$ cat config.mk
export PLATFORM = sky130hd
export DESIGN_NAME = mem_pattern_verify
export DESIGN_NICKNAME = d
export VERILOG_FILES = /design/src/rtl/mpv_pkg.sv /design/src/rtl/mpv_ctrl.sv /design/src/rtl/mpv_datapath.sv /design/src/rtl/mem_pattern_verify.sv
export SDC_FILE = /design/constraint.sdc
export NUM_CORES = 1
export LEC_CHECK = 0
export CAP_MARGIN = 25
export CORE_AREA = 2 2 84 86
export DETAILED_ROUTE_END_ITERATION = 16
export DIE_AREA = 0 0 86 88
export PLACE_DENSITY_LB_ADDON = 0.15
export SLEW_MARGIN = 0
export SYNTH_ARGS = -nofsm -noshare
export SYNTH_HDL_FRONTEND = slang
export SYNTH_SLANG_ARGS = --single-unit
export TNS_END_PERCENT = 50
$ cat constraint.sdc
create_clock -name clk -period 3.81 [get_ports clk]
set_input_delay 0.9525 -clock clk [delete_from_list [all_inputs] [get_ports clk]]
set_output_delay 0.9525 -clock clk [all_outputs]
set_load 0.05 [all_outputs]
$ cat src/rtl/mpv_pkg.sv
package mpv_pkg;

  localparam int PAT_W = 32;

  typedef struct packed {
    logic load;
    logic idxClr;
    logic idxInc;
    logic repClr;
    logic repInc;
    logic setFail;
  } mpvStrobe_t;

  // Pattern word for index i: group in bits 5:4, B selected by bit1 ^ bit3.
  function automatic logic [PAT_W-1:0] patternWord(input logic [5:0] i);
    logic [PAT_W-1:0] valA;
    logic [PAT_W-1:0] valB;
    case (i[5:4])
      2'd0:    begin valA = 32'h0000_0000; valB = 32'hFFFF_FFFF; end
      2'd1:    begin valA = 32'hAAAA_AAAA; valB = 32'h5555_5555; end
      2'd2:    begin valA = 32'hA5A5_A5A5; valB = 32'h5A5A_5A5A; end
      default: begin valA = 32'hAA55_AA55; valB = 32'h55AA_55AA; end
    endcase
    return (i[3] ^ i[1]) ? valB : valA;
  endfunction

endpackage

$ cat src/rtl/mpv_ctrl.sv
module mpv_ctrl
  import mpv_pkg::*;
(
  input  logic       clk,
  input  logic       rstN,
  input  logic       start,
  input  logic       memReady,
  input  logic       memRvalid,
  input  logic       idxLast,
  input  logic       repLast,
  input  logic       mismatch,
  output mpvStrobe_t strb,
  output logic       memReq,
  output logic       memWe,
  output logic       done
);

  typedef enum logic [2:0] {
    S_IDLE,
    S_WRITE,
    S_RDREQ,
    S_RDWAIT,
    S_FIN
  } state_t;

  state_t state, nextState;

  always_ff @(posedge clk) begin
    if (!rstN) state <= S_IDLE;
    else       state <= nextState;
  end

  always_comb begin
    nextState = state;
    strb      = '0;
    memReq    = 1'b0;
    memWe     = 1'b0;
    done      = 1'b0;
    case (state)
      S_IDLE: begin
        if (start) begin
          strb.load = 1'b1;
          nextState = S_WRITE;
        end
      end
      S_WRITE: begin
        memReq = 1'b1;
        memWe  = 1'b1;
        if (memReady) begin
          if (idxLast) begin
            strb.idxClr = 1'b1;
            nextState   = S_RDREQ;
          end else begin
            strb.idxInc = 1'b1;
          end
        end
      end
      S_RDREQ: begin
        memReq = 1'b1;
        if (memReady) nextState = S_RDWAIT;
      end
      S_RDWAIT: begin
        if (memRvalid) begin
          if (mismatch) begin
            strb.setFail = 1'b1;
            nextState    = S_FIN;
          end else if (repLast) begin
            strb.repClr = 1'b1;
            if (idxLast) begin
              nextState = S_FIN;
            end else begin
              strb.idxInc = 1'b1;
              nextState   = S_RDREQ;
            end
          end else begin
            strb.repInc = 1'b1;
            nextState   = S_RDREQ;
          end
        end
      end
      S_FIN: begin
        done      = 1'b1;
        nextState = S_IDLE;
      end
      default: nextState = S_IDLE;
    endcase
  end

  AST_DONE_PULSE: assert property (@(posedge clk) disable iff (!rstN)
    done |=> !done);
  AST_STOP_ON_MISMATCH: assert property (@(posedge clk) disable iff (!rstN)
    (state == S_RDWAIT && memRvalid && mismatch) |=> (done && !memReq));
  AST_READS_AFTER_WRITES: assert property (@(posedge clk) disable iff (!rstN)
    (memReq && !memWe && $past(memReq && memWe)) |-> $past(idxLast && memReady));
  AST_BUSY_START_IGNORED: assert property (@(posedge clk) disable iff (!rstN)
    (state == S_RDWAIT && !memRvalid && start) |=> (state == S_RDWAIT));
  AST_FIN_TO_IDLE: assert property (@(posedge clk) disable iff (!rstN)
    (state == S_FIN) |=> (state == S_IDLE && !memReq));

endmodule

$ cat src/rtl/mpv_datapath.sv
module mpv_datapath
  import mpv_pkg::*;
#(
  parameter int AW      = 16,
  parameter int WORDS   = 64,
  parameter int REPEATS = 10,
  localparam int IW = (WORDS > 1) ? $clog2(WORDS) : 1,
  localparam int RW = (REPEATS > 1) ? $clog2(REPEATS) : 1
) (
  input  logic             clk,
  input  logic             rstN,
  input  mpvStrobe_t       strb,
  input  logic [AW-1:0]    baseAddr,
  input  logic [PAT_W-1:0] memRdata,
  input  logic             memReq,
  input  logic             memReady,
  output logic [AW-1:0]    memAddr,
  output logic [PAT_W-1:0] memWdata,
  output logic             idxLast,
  output logic             repLast,
  output logic             mismatch,
  output logic             fail,
  output logic [IW-1:0]    failIdx
);

  logic [AW-1:0] baseQ;
  logic [IW-1:0] idxQ;
  logic [RW-1:0] repQ;

  always_ff @(posedge clk) begin
    if (!rstN) begin
      baseQ   <= '0;
      idxQ    <= '0;
      repQ    <= '0;
      fail    <= 1'b0;
      failIdx <= '0;
    end else if (strb.load) begin
      baseQ   <= baseAddr;
      idxQ    <= '0;
      repQ    <= '0;
      fail    <= 1'b0;
      failIdx <= '0;
    end else begin
      if (strb.idxClr)      idxQ <= '0;
      else if (strb.idxInc) idxQ <= idxQ + 1'b1;
      if (strb.repClr)      repQ <= '0;
      else if (strb.repInc) repQ <= repQ + 1'b1;
      if (strb.setFail) begin
        fail    <= 1'b1;
        failIdx <= idxQ;
      end
    end
  end

  assign memAddr  = baseQ + AW'(idxQ);
  assign memWdata = patternWord(6'(idxQ));
  assign idxLast  = (idxQ == IW'(WORDS - 1));
  assign repLast  = (repQ == RW'(REPEATS - 1));
  assign mismatch = (memRdata != memWdata);

  AST_ADDR_HOLD: assert property (@(posedge clk) disable iff (!rstN)
    (memReq && !memReady) |=> ($stable(memAddr) && $stable(memWdata)));
  AST_FAIL_IDX_RANGE: assert property (@(posedge clk) disable iff (!rstN)
    fail |-> (failIdx <= IW'(WORDS - 1)));

endmodule

$ cat src/rtl/mem_pattern_verify.sv
module mem_pattern_verify
  import mpv_pkg::*;
#(
  parameter int AW      = 16,
  parameter int WORDS   = 64,
  parameter int REPEATS = 10,
  localparam int IW = (WORDS > 1) ? $clog2(WORDS) : 1
) (
  input  logic             clk,
  input  logic             rstN,
  input  logic             start,
  input  logic [AW-1:0]    baseAddr,
  output logic             memReq,
  output logic             memWe,
  output logic [AW-1:0]    memAddr,
  output logic [PAT_W-1:0] memWdata,
  input  logic             memReady,
  input  logic [PAT_W-1:0] memRdata,
  input  logic             memRvalid,
  output logic             done,
  output logic             fail,
  output logic [IW-1:0]    failIdx
);

  mpvStrobe_t strb;
  logic idxLast, repLast, mismatch;

  mpv_ctrl u_ctrl (
    .clk      (clk),
    .rstN     (rstN),
    .start    (start),
    .memReady (memReady),
    .memRvalid(memRvalid),
    .idxLast  (idxLast),
    .repLast  (repLast),
    .mismatch (mismatch),
    .strb     (strb),
    .memReq   (memReq),
    .memWe    (memWe),
    .done     (done)
  );

  mpv_datapath #(.AW(AW), .WORDS(WORDS), .REPEATS(REPEATS)) u_dp (
    .clk     (clk),
    .rstN    (rstN),
    .strb    (strb),
    .baseAddr(baseAddr),
    .memRdata(memRdata),
    .memReq  (memReq),
    .memReady(memReady),
    .memAddr (memAddr),
    .memWdata(memWdata),
    .idxLast (idxLast),
    .repLast (repLast),
    .mismatch(mismatch),
    .fail    (fail),
    .failIdx (failIdx)
  );

endmodule

== Word-level counts from Yosys, hierarchy flattened ==
Index checks and enable logic that the tools add are counted.
Word-level totals
  register bits after elaboration: 36
  bits of input ports: 53
  word-level logic and storage cells: 60
  output and inout bits: 58
Operators by class
  $add $sub $neg: 3
  reductions and logical operators: 7
  equality and inequality tests: 14
  bitwise logic cells: 2
  multiplexer cells: 28
Operators by type and width (count)
  case mux 32 bit (3 select lines): 2
  two-way mux 32 bit: 1
  != test 32 bit: 1
  two-way mux 3 bit: 10
  adder 16 x 6 -> 16 bit: 1
  case mux 3 bit (4 select lines): 1
  two-way mux 1 bit: 10
  != test 2 bit (second input constant): 5
  adder 6 x 1 -> 6 bit (second input constant): 1
  == test 3 x 2 -> 1 bit (second input constant): 2
  == test 6 bit (second input constant): 1
  OR reduction 3 bit: 2
  AND reduction 5 bit: 1
  adder 4 x 1 -> 4 bit (second input constant): 1
  == test 4 bit (second input constant): 1
  two-way mux 2 bit: 2
  two-way mux 4 bit: 1
  OR reduction 2 bit: 2
  == test 3 x 1 -> 1 bit (second input constant): 1
  == test 3 bit (second input constant): 1
  zero test 3 bit: 1
  == test 2 x 1 -> 1 bit (second input constant): 1
  == test 2 bit (second input constant): 1
  zero test 2 bit: 1
  3 further kinds: 3

== Depth between registers and ports, before layout ==
Gate-level depths: netlist of the first run.
  depth in word-level cells: 8
  gate-level depth with buffers: 10
  mapped depth without buffers: 10

== Hierarchy ==
A second synthesis of the first run with hierarchy kept.
Unflattened totals
  cells, all modules: 293
  area total of the unflattened synthesis: 2621.3 um^2
By module, submodules not included
  mpv_datapath: seq. area each 660.6 um^2, times used 1, area an instance 2329.7 um^2, cells an instance 254
  mpv_ctrl: seq. area each 60.1 um^2, times used 1, area an instance 291.5 um^2, cells an instance 39

== Worst setup path after synthesis of the first run ==
OpenSTA, ideal clock, no wires.
  path kind: reg-to-output
  start point: register u_dp.idxQ[0]
  end point: output memAddr[14]
  data arrival time: 2.723 ns
  stages on the path, launching flop included: 11
  data required time: 2.858 ns
  setup slack: 0.135 ns
  path through: dfxtp_1 ha_1 inv_1 fa_1 nor2b_1 o21ai_0 a21boi_0 o21ai_0 a21oi_1 nand3_1 xnor2_1
Between the ends
  longest elaborated chain between the ends: 1
Ends and longest elaborated chain
  start: declaration: line mpv_datapath.sv:27  | logic [IW-1:0] idxQ;
  start signal: assignment: line mpv_datapath.sv:45  | else if (strb.idxInc) idxQ <= idxQ + 1'b1;
  adder 16 x 6 -> 16 bit: line mpv_datapath.sv:55  | assign memAddr = baseQ + AW'(idxQ);
  end: declaration: line mem_pattern_verify.sv:15  | output logic [AW-1:0] memAddr,
Every way passes these cells.

== Final worst setup path of the first run ==
  start point: register u_dp.idxQ[1]
  end point: output memWdata[10]
Between the ends
  longest elaborated chain between the ends: 2
Ends and longest elaborated chain
  bitwise XOR 1 bit: line mpv_pkg.sv:24  | return (i[3] ^ i[1]) ? valB : valA;
  two-way mux 32 bit: line mpv_pkg.sv:24
  end: declaration: line mem_pattern_verify.sv:16  | output logic [PAT_W-1:0] memWdata,
Every way passes these cells.

==> results.md, run 1 <==
- Setup ws final: 154 ps
- Final Net Count: 519
- Grt ovf: 0
- M1 WL: 3070 um
- Core Rows: 30
- Placed Cells: 520
- Initial Util: 43.8%
- Die area: 7570 um2
- Met2 wire len: 3470 um
- Leakage power: 0.00160 uW
- Synthesized flop and latch total: 36
- WS Path Type: register to primary output
- Post-Route Setup TNS: 0 ps
- Antenna cells: 0
- Finished Core Util: 62.1%
- Clock Latency Late Sink: 300 ps
- First-pass GRT wire length: 11800 um
- Clk sinks: 36
- Period minus WS final: 3660 ps
- RSZ-0062 raised after global routing: yes
- Core ar.: 6640 um2
- Largest net degree at the start of global routing: 21
- R2R cell count: 8
- Syn Inst Count: 364
- Finish-stage setup viols: 0
- Drt first pass iters: 4
- Clock skew: 15.6 ps
- Die Wd: 86 um
- Max Cap Viol: 0
- Yosys cell types: 56
- Htree depth: 2
- Number of hold violations in the final report: 0
- Worst hold stages: 2
- Asr flop ratio synth: 0%
- Gp weighted congestion: 0.865
- Via/cell ratio: 5.32
- Buffers on Ports: 110
- Sequential area share after synthesis: 24.8%
- Hpwl dp: 5520 um
- Tcrit/Tclk final: 96.0%
- Root buf cell: clkbuf_8
- CTS tree: built
- Via count of the routed design: 2816
- Critical Path RT: 2860 ps
- Max-slew headroom: 61.0%
- CP max FO: 12
- GRT Total Usage: 19.1%
- Routed wire length: 7170 um
- Max layer used: met4
- Drt drc: 0
- Synthesis-to-layout area growth: 41.9%
- Crit path launch type: register
- Worst EP arrival: 2700 ps
- CTS buffer count: 5
- Post-synthesis cell area: 2910 um2
- Post-Syn Nets: 435
- Post-synth top flop: dfxtp_1
- Fraction of layout instances using a drive strength above 1: 10.7%
- Num ports: 111
- Maximum VDD drop: 0.170 mV
- Power Dens Cells: 222 nW/um2
- Clk buf depth: 2
- Final Max Slew Viols: 0
- CP Capture Type: primary output
- Max Clock Freq: 0.274 GHz
- EDFF count, synth: 0
- Vias in the first global route: 2645
- Outcome: completed
- Routed len/inst: 13.6 um
- Worst Tran Pin Value: 585 ps
- Antenna Violating Nets Remaining: 0
- Syn Area/Cell: 7.99 um2
- HP Class: register to register
- YS warnings: 0
- First-iteration detailed-routing DRC count: 204
- Worst slack at placement: 179 ps
- Die Y: 88 um
- Met3 wire length: 565 um
- Initial antenna violation count: 0
- Post-route insts no fill: 529
- Clock-pin slew on the worst setup and hold paths: 80 ps
## worst max-delay path, stage by stage, from the launching register on
cell and delay [ps]:
dfxtp_2 370, buf_4 170, xnor2_4 500, inv_1 200, a21oi_1 300, clkdlybuf4s50_1 860
## cells in the final DEF (no fill, tap or decap), types with 5 or more instances in the layout
master,instances
o21ai_0,13
clkdlybuf4s50_1,99
nand3_1,20
nand2_1,53
nor2b_1,6
inv_1,19
ha_1,17
nor3b_1,5
dfxtp_1,33
nor3_1,5
a21oi_1,18
a21boi_0,16
clkbuf_8,6
nor2_1,14
xnor2_1,9
mux2i_1,11
nand4_1,10
buf_12,10
buf_4,8
## through the flow
stage          hold WS, ps  total power (uW)  instance area (um2)
2_1_floorplan          447               516                 2910
3_3_place_gp           461               628                 3990
3_5_place_dp           464               630                 3990
4_1_cts                484               927                 4110
5_1_grt                499               957                 4130
6_report               480               917                 4130
## timing repair
item                       in CTS  in global routing
buffers inserted                0                  1
hold buffers                    0                  0
setup endpoints to repair       2                 10
resized for setup               4                  5
pin swaps                       0                  3
gates cloned                    0                  0
## flip-flops by register name, indices dropped and copies added (netlist names)
| register | cells |
|---|---|
| u_dp.failIdx | 6 |
| u_ctrl.state | 3 |
| u_dp.fail | 1 |
| u_dp.idxQ | 6 |
| u_dp.repQ | 4 |
| u_dp.baseQ | 16 |
## final timing paths
kind,endpoint,from,slack [ps]
hold reg to reg,u_dp.fail,u_dp.fail,480
setup reg to reg,u_dp.idxQ[0],u_dp.idxQ[4],950
hold / removal,u_dp.fail,u_dp.fail,480
setup / recovery,memWdata[10],u_dp.idxQ[1],150
## synth_stat cells (all sizes together) (2+ instances only)
library cell,instances,share of area (%)
ha,17,7.3
mux2i,14,5.8
a21boi,17,4.4
dfxtp,36,25
clkbuf,11,1.4
nand2b,2,0.43
o21ai,14,2.4
a21o,2,0.52
nor2,14,1.8
o21bai,2,0.52
buf,29,7.7
and4,2,0.60
nand2,53,6.8
nor3b,5,1.3
a21oi,20,3.8
nand4,10,2.2
o2bb2ai,2,0.60
and3,4,0.86
a211o,2,0.60
inv,19,2.5
nor3,6,1.2
and2,4,0.86
nor4,4,1.1
mux2,2,0.77
nand3b,4,1.0
xnor2,13,4.8
xor2,3,0.90
o31ai,2,0.52
or4,4,1.0
nor2b,6,1.3
a31oi,4,0.86
a211oi,2,0.52
nand3,22,4.1
## routing by layer
layer  up-vias  track usage (%)
li1       1424                -
met1      1280             23.8
met2       104             32.7
met3         8             4.90
met4         0             5.77
met5         -                0
## cell families after synthesis
kind of cell | count (synthesis) | share of synthesized area [%]
buf+inv | 59 | 11.6
xor+xnor | 17 | 6.49
simple gates | 147 | 26.6
fa+ha+maj | 18 | 8.00
compound gates | 71 | 16.0
mux | 16 | 6.58
flops | 36 | 24.8
## cell type report
| type | instances | area (um2) |
|---|---|---|
| inverter | 19 | 71.3 |
| clock inverter | 2 | 13.8 |
| clock buffer | 6 | 82.6 |
| sequential | 36 | 724 |
| tap | 80 | 100 |
| timing repair buffer | 117 | 1250 |
| fill | 584 | 2520 |
| multi-input combinational | 269 | 1880 |
## power by group
group          leakage, uW  internal (uW)  switching (uW)
registers         0.000294            387            12.8
logic              0.00125            112             111
clock network    0.0000516            148             146
total              0.00160            647             270
No activity file was read; power rests on OpenSTA's default activity.
==> inputs of run 2 (changes only) <==
--- a/config.mk
+++ b/config.mk
@@ -9,6 +9,7 @@
 export CORE_AREA = 2 2 84 86
 export DETAILED_ROUTE_END_ITERATION = 16
 export DIE_AREA = 0 0 86 88
+export GPL_TIMING_DRIVEN = 0
 export PLACE_DENSITY_LB_ADDON = 0.15
 export SLEW_MARGIN = 0
 export SYNTH_ARGS = -nofsm -noshare
==> run 2 against run 1 <==
  * Critical path depth unchanged
  * Die area unchanged
  * Register-to-register slack worse by 20 ps
  * First-iteration DRC count down 37%
  * Total power down 3.5%
  * Non-clock buffer count up 34
  * Sequential power about the same
==> results.md, run 2 (synthesis gave the netlist of run 1 again) <==
- Core ar.: 6640 um2 (unchanged)
- Number of hold violations in the final report: 0 (unchanged)
- First-iteration detailed-routing DRC count: 129 (was 204)
- Post-CTS Setup Repair Bufs: 0 (unchanged)
- Root buf cell: clkbuf_8 (unchanged)
- Buffers on Ports: 110 (unchanged)
- Sequential share of power: 44.9% (was 43.6%)
- FF+latch area: 722 um2 (was 724 um2)
- Commonest non-fill, non-tap cell in the layout: clkdlybuf4s50_1 (unchanged)
- Commonest cells after routing, fill and taps aside: 100 x clkdlybuf4s50_1, 53 x nand2_1, 35 x dfxtp_1 (was 99 x clkdlybuf4s50_1, 53 x nand2_1, 33 x dfxtp_1)
- Antenna cells: 0 (unchanged)
- Initial Util: 43.8% (unchanged)
- CTS buffer count: 5 (unchanged)
- WS Path Type: register to primary output (unchanged)
- First-pass GRT wire length: 11800 um (about the same)
- Period minus WS final: 3660 ps (about the same)
- Tot Pwr: 885 uW (was 917 uW)
- Maximum VDD drop: 0.202 mV (was 0.170 mV)
- Worst EP arrival: 2710 ps (was 2700 ps)
- Num ports: 111 (unchanged)
- Gp weighted congestion: 0.841 (was 0.865)
- Placement Cell Area: 4120 um2 (was 3990 um2)
- Clock-pin slew on the worst setup and hold paths: 70 ps (was 80 ps)
- Internal: 632 uW (was 647 uW)
- CP Buf/Inv Count: 3 (unchanged)
- Core Rows: 30 (unchanged)
- Clock Latency Late Sink: 290 ps (was 300 ps)
- GRT Total Usage: 18.9% (was 19.1%)
- Max Cap Viol: 0 (unchanged)
- CTS Hold Bufs: 0 (unchanged)
- Routed wire length: 7220 um (was 7170 um)
- Final Net Count: 553 (was 519)
- Hpwl dp: 5740 um (was 5520 um)
- Drt first pass iters: 5 (was 4)
- Clock share of power: 31.7% (was 32.1%)
- Die Y: 88 um (unchanged)
- Psw: 253 uW (was 270 uW)
- Clk buf depth: 2 (unchanged)
- Fin area: 4190 um2 (was 4130 um2)
- Fill cells: 594 (was 584)
- Max-slew headroom: 52.4% (was 61.0%)
- Critical Path RT: 2860 ps (about the same)
- Max FFs per register: 16 (unchanged)
- Fraction of layout instances using a drive strength above 1: 12.0% (was 10.7%)
- HP Class: register to register (unchanged)
- Finished Core Util: 63.0% (was 62.1%)
- CP Capture Type: primary output (unchanged)
- Power Dens Cells: 211 nW/um2 (was 222 nW/um2)
- Drt drc: 0 (unchanged)
- CTS tree: built (unchanged)
- Htree depth: 2 (unchanged)
- Critical-path top delay cell: clkdlybuf4s50_1 (unchanged)
- Cell family with most CP delay: buffers and inverters (unchanged)
- Clock skew: 7.07 ps (was 15.6 ps)
- Antenna Violating Nets Remaining: 0 (unchanged)
- Final Max Slew Viols: 0 (unchanged)
- CP max FO: 9 (was 12)
- Multi-input combinational cell area: 1860 um2 (was 1880 um2)
- Via count of the routed design: 2899 (was 2816)
- Leakage power: 0.00169 uW (was 0.00160 uW)
- Crit path launch type: register (unchanged)
- RSZ-0062 raised after global routing: no (was yes)
- Synthesis-to-layout area growth: 44.0% (was 41.9%)
- Tcrit/Tclk final: 96.2% (was 96.0%)
- Finish-stage setup viols: 0 (unchanged)
- Die area: 7570 um2 (unchanged)
- Crit path cell chain: inv_1 -> ha_1 -> xnor2_2 -> buf_4 -> clkdlybuf4s50_1 (was buf_4 -> xnor2_4 -> inv_1 -> a21oi_1 -> clkdlybuf4s50_1)
- Comb power frac: 23.5% (was 24.3%)
- Worst Tran Pin Value: 705 ps (was 585 ps)
- Clk sinks: 36 (unchanged)
- Max Clock Freq: 0.273 GHz (was 0.274 GHz)
- Largest regs: u_dp.baseQ: 16 flops, u_dp.failIdx: 6 flops, u_dp.idxQ: 6 flops (unchanged)
- Reg with most FFs: u_dp.baseQ (unchanged)
- Outcome: completed (unchanged)
- Crit-path max cell delay: 790 ps (was 860 ps)
- Grt ovf: 0 (unchanged)
- Switching share of power: 28.6% (was 29.4%)
- Routed len/inst: 12.8 um (was 13.6 um)
- Die Wd: 86 um (unchanged)
- Initial antenna violation count: 0 (unchanged)
- Largest net degree at the start of global routing: 11 (was 21)
- Vias in the first global route: 2652 (was 2645)
- R2r setup slk: 930 ps (was 950 ps)
- Via/cell ratio: 5.15 (was 5.32)
==> run 2: area by class of cell <==
type                            count  share of cell area (%)
Buffer                             40                    6.33
Clock buffer                        8                    2.15
Inverter                           19                    1.70
Multi-Input combinational cell    269                    44.3
Sequential cell                    36                    17.2
Tap cell                           80                    2.39
Timing Repair Buffer              111                    25.9
==> run 2: per-layer routing <==
layer / track usage, % / vias up / wire, um
met5: 0 / - / 0
met4: 4.76 / 0 / 61
met3: 4.05 / 7 / 460
met2: 34.3 / 101 / 3440
met1: 22.8 / 1299 / 3260
li1: - / 1492 / -
==> run 2: through the flow <==
step | hold WS, ps | cells | setup TNS, ps | setup WS, ps
final | 473 | 563 | 0 | 145
after global routing | 495 | 563 | 0 | 0.979
after CTS | 476 | 563 | 0 | 2.16
after detailed placement | 466 | 555 | -1040 | -348
after global placement | 459 | 554 | -1040 | -329
after floorplan | 447 | 364 | 0 | 135
==> run 2: tightest hold or removal path, stage by stage, from the launching register on <==
cell and delay (ps):
dfxtp_1 310, nand2_1 50, a21boi_0 70
==> run 2: power groups by stage <==
stage	registers [uW]	clock network, uW	logic [uW]
after floorplan	403	0	112
after global placement	405	0	208
after detailed placement	406	0	212
after CTS	397	285	209
after global routing	399	302	223
final	397	280	208
==> run 2: final timing paths <==
| path | startpoint | to | cells after the start |
|---|---|---|---|
| setup reg to reg | u_dp.idxQ[4] | u_dp.repQ[2] | 9 |
| hold / removal | u_dp.baseQ[2] | u_dp.baseQ[2] | 2 |
| setup / recovery | u_dp.idxQ[4] | memWdata[7] | 5 |
| hold reg to reg | u_dp.baseQ[2] | u_dp.baseQ[2] | 2 |
==> run 2: timing repair <==
item / 4_1_cts / 5_1_grt
endpoints found under the hold margin: 0 / 0
gates cloned: 0 / 0
setup endpoints to repair: 10 / 10
gates resized for setup: 26 / 13
pin swaps: 0 / 1
==> inputs of run 3 (changes only) <==
--- a/config.mk
+++ b/config.mk
@@ -5,7 +5,6 @@
 export SDC_FILE = /design/constraint.sdc
 export NUM_CORES = 1
 export LEC_CHECK = 0
-export CAP_MARGIN = 25
 export CORE_AREA = 2 2 84 86
 export DETAILED_ROUTE_END_ITERATION = 16
 export DIE_AREA = 0 0 86 88
==> run 3 against run 2 <==
  * Non-clock buffer count down 1
  * Sequential power about the same
  * Worst setup slack better by 15 ps
  * Sequential cell count unchanged
  * Via count down 0.86%
  * Register-to-register slack better by 30 ps
  * Sequential share of layout area about the same
  * Combinational power about the same
  * Fmax up 0.40%
  * Hold slack worse by 1.2 ps
  * Utilization about the same
==> results.md, run 3 (synthesis gave the netlist of run 1 again) <==
- Worst setup endpoint: memWdata[21] (was memWdata[7])
- Max layer used: met4 (unchanged)
- Clock-pin slew on the worst setup and hold paths: 70 ps (about the same)
- RSZ-0062 raised after global routing: yes (was no)
- Reg with most FFs: u_dp.baseQ (unchanged)
- Placed Cells: 554 (was 555)
- Crit path cell chain: inv_1 -> ha_1 -> xnor2_2 -> buf_4 -> clkdlybuf4s50_1 (unchanged)
- First-iteration detailed-routing DRC count: 132 (was 129)
- Commonest cells after routing, fill and taps aside: 99 x clkdlybuf4s50_1, 53 x nand2_1, 35 x dfxtp_1 (was 100 x clkdlybuf4s50_1, 53 x nand2_1, 35 x dfxtp_1)
- Finish-stage setup viols: 0 (unchanged)
- Critical Path Stages: 5 (unchanged)
- Synthesis-to-layout area growth: 43.9% (was 44.0%)
- Leakage power: 0.00169 uW (about the same)
- WS Path Type: register to primary output (unchanged)
- Worst setup path startpoint: u_dp.idxQ[4] (unchanged)
- CP max FO: 9 (unchanged)
- M1 WL: 3180 um (was 3260 um)
- Clk buf depth: 2 (unchanged)
- Gp weighted congestion: 0.841 (unchanged)
- Antenna cells: 0 (unchanged)
- CP Buf/Inv Count: 3 (unchanged)
- Num ports: 111 (unchanged)
- Via/cell ratio: 5.12 (was 5.15)
- Final Net Count: 552 (was 553)
- RR Endpoint: u_dp.repQ[1] (was u_dp.repQ[2])
- Clock share of power: 32.5% (was 31.7%)
- Root buf cell: clkbuf_8 (unchanged)
- R2r setup slk: 960 ps (was 930 ps)
- Critical Path RT: 2860 ps (about the same)
- Cell family with most CP delay: buffers and inverters (unchanged)
- Clock Latency Late Sink: 290 ps (about the same)
- Power Dens Cells: 214 nW/um2 (was 211 nW/um2)
- CTS buffer count: 5 (unchanged)
- Initial Util: 43.8% (unchanged)
- Critical-path top delay cell: clkdlybuf4s50_1 (unchanged)
- Number of hold violations in the final report: 0 (unchanged)
- Final Max Slew Viols: 0 (unchanged)
- CP Capture Type: primary output (unchanged)
- First-pass GRT wire length: 11800 um (about the same)
- Worst EP arrival: 2700 ps (was 2710 ps)
- Hpwl dp: 5710 um (was 5740 um)
- Crit-path max cell delay: 790 ps (about the same)
- Tot Pwr: 895 uW (was 885 uW)
- Drt drc: 0 (unchanged)
- Die Y: 88 um (unchanged)
- Post-Route Setup TNS: 0 ps (unchanged)
- Comb power frac: 23.1% (was 23.5%)
- Core ar.: 6640 um2 (unchanged)
- Htree depth: 2 (unchanged)
- Fin area: 4190 um2 (about the same)
- Initial antenna violation count: 0 (unchanged)
- Max-slew headroom: 20.9% (was 52.4%)
- Core Rows: 30 (unchanged)
- Met2 wire len: 3440 um (about the same)
- Placement Cell Area: 4110 um2 (was 4120 um2)
- HP Class: register to register (unchanged)
- Largest net degree at the start of global routing: 11 (unchanged)
- Met3 wire length: 482 um (was 460 um)
- Drt first pass iters: 4 (was 5)
- Post-route insts no fill: 561 (was 563)
- Max Cap Viol: 0 (unchanged)
- Clk sinks: 36 (unchanged)
- Maximum VDD drop: 0.226 mV (was 0.202 mV)
- Sequential share of power: 44.4% (was 44.9%)
- Max FFs per register: 16 (unchanged)
- Routed wire length: 7160 um (was 7220 um)
- Period minus WS final: 3650 ps (was 3660 ps)
- Die Wd: 86 um (unchanged)
- Reg2reg start: u_dp.idxQ[4] (unchanged)
- Internal: 645 uW (was 632 uW)
- Commonest non-fill, non-tap cell in the layout: clkdlybuf4s50_1 (unchanged)
- Fraction of layout instances using a drive strength above 1: 12.3% (was 12.0%)
- Tcrit/Tclk final: 95.8% (was 96.2%)
- Buffers on Ports: 110 (unchanged)
- CTS tree: built (unchanged)
- Grt ovf: 0 (unchanged)
- Worst Tran Pin Value: 1170 ps (was 705 ps)
- Crit path launch type: register (unchanged)
- GRT Total Usage: 19.0% (was 18.9%)
- R2R cell count: 8 (was 9)
- Max Clock Freq: 0.274 GHz (was 0.273 GHz)
- Psw: 250 uW (was 253 uW)
- Outcome: completed (unchanged)
- Routed len/inst: 12.8 um (about the same)
- Antenna Violating Nets Remaining: 0 (unchanged)
- Switching share of power: 27.9% (was 28.6%)
- Vias in the first global route: 2638 (was 2652)
- Clock skew: 5.18 ps (was 7.07 ps)
- Finished Core Util: 63.0% (about the same)
- Die area: 7570 um2 (unchanged)
- Largest regs: u_dp.baseQ: 16 flops, u_dp.failIdx: 6 flops, u_dp.idxQ: 6 flops (unchanged)
- Via count of the routed design: 2874 (was 2899)
run 3: cell types whose count changed in the layout (fill, tap and decap cells not counted):
cell and change:
buf_2 -1, buf_4 +2, clkbuf_1 -2, clkbuf_4 -1, clkbuf_8 +1, clkdlybuf4s15_1 -1
clkdlybuf4s50_1 -1, dlygate4sd2_1 +1, o21ai_0 +1, o21ai_1 -1
run 3: timing repair:
| item | CTS | global route |
|---|---|---|
| setup buffers | 0 | 0 |
| gates resized for setup | 29 | 10 |
| hold endpoints to repair | 0 | 0 |
| hold buffers | 0 | 0 |
| endpoints found under the setup margin | 10 | 7 |
| pin swaps | 0 | 1 |
run 3: layout make-up:
cell class              count  area, um2
clock buffers               7       96.3
plain buffers              40        265
inverters                  19       71.3
multi-input cells         269       1860
fillers                   603       2460
well taps                  80        100
flip-flops and latches     36        722
repair buffers            110       1070
run 3: metal layers:
layer | global-route usage (%) | vias to the layer above
met4 | 4.18 | 0
met3 | 5.00 | 8
met5 | 0 | -
met2 | 34.3 | 90
li1 | - | 1486
met1 | 22.7 | 1290
run 3: worst reg2reg max path: cells and delay by family, from the launching register on:
kind / cells / cell delay, ps
buf+inv: 1 / 210
compound gates: 1 / 150
flops: 1 / 560
xor+xnor: 1 / 310
mux: 1 / 240
fa+ha+maj: 1 / 380
simple gates: 3 / 950
run 3: how the worst min path moves through the flow:
stage	startpoint	end	slack (ps)	depth (start not counted)
2_1_floorplan	u_dp.baseQ[0]	u_dp.baseQ[0]	450	2
3_3_place_gp	u_dp.fail	u_dp.fail	460	2
6_report	u_dp.baseQ[2]	u_dp.baseQ[2]	470	2
3_5_place_dp	u_dp.baseQ[2]	u_dp.baseQ[2]	470	2
4_1_cts	u_dp.baseQ[2]	u_dp.baseQ[2]	480	2
5_1_grt	u_dp.baseQ[0]	u_dp.baseQ[0]	500	2
run 3: power by group through the flow:
stage / Sequential [uW] / Clock (uW) / Combinational (uW)
3_5_place_dp: 406 / 0 / 211
2_1_floorplan: 403 / 0 / 112
6_report: 397 / 291 / 207
5_1_grt: 399 / 317 / 222
4_1_cts: 397 / 301 / 208
3_3_place_gp: 405 / 0 / 208
run 3: stage by stage:
stage               worst slack, ps  hold WS [ps]
floorplan                       135           447
global placement               -329           459
detailed placement             -339           467
CTS                            28.8           476
global route                  -7.03           495
finish                          160           472
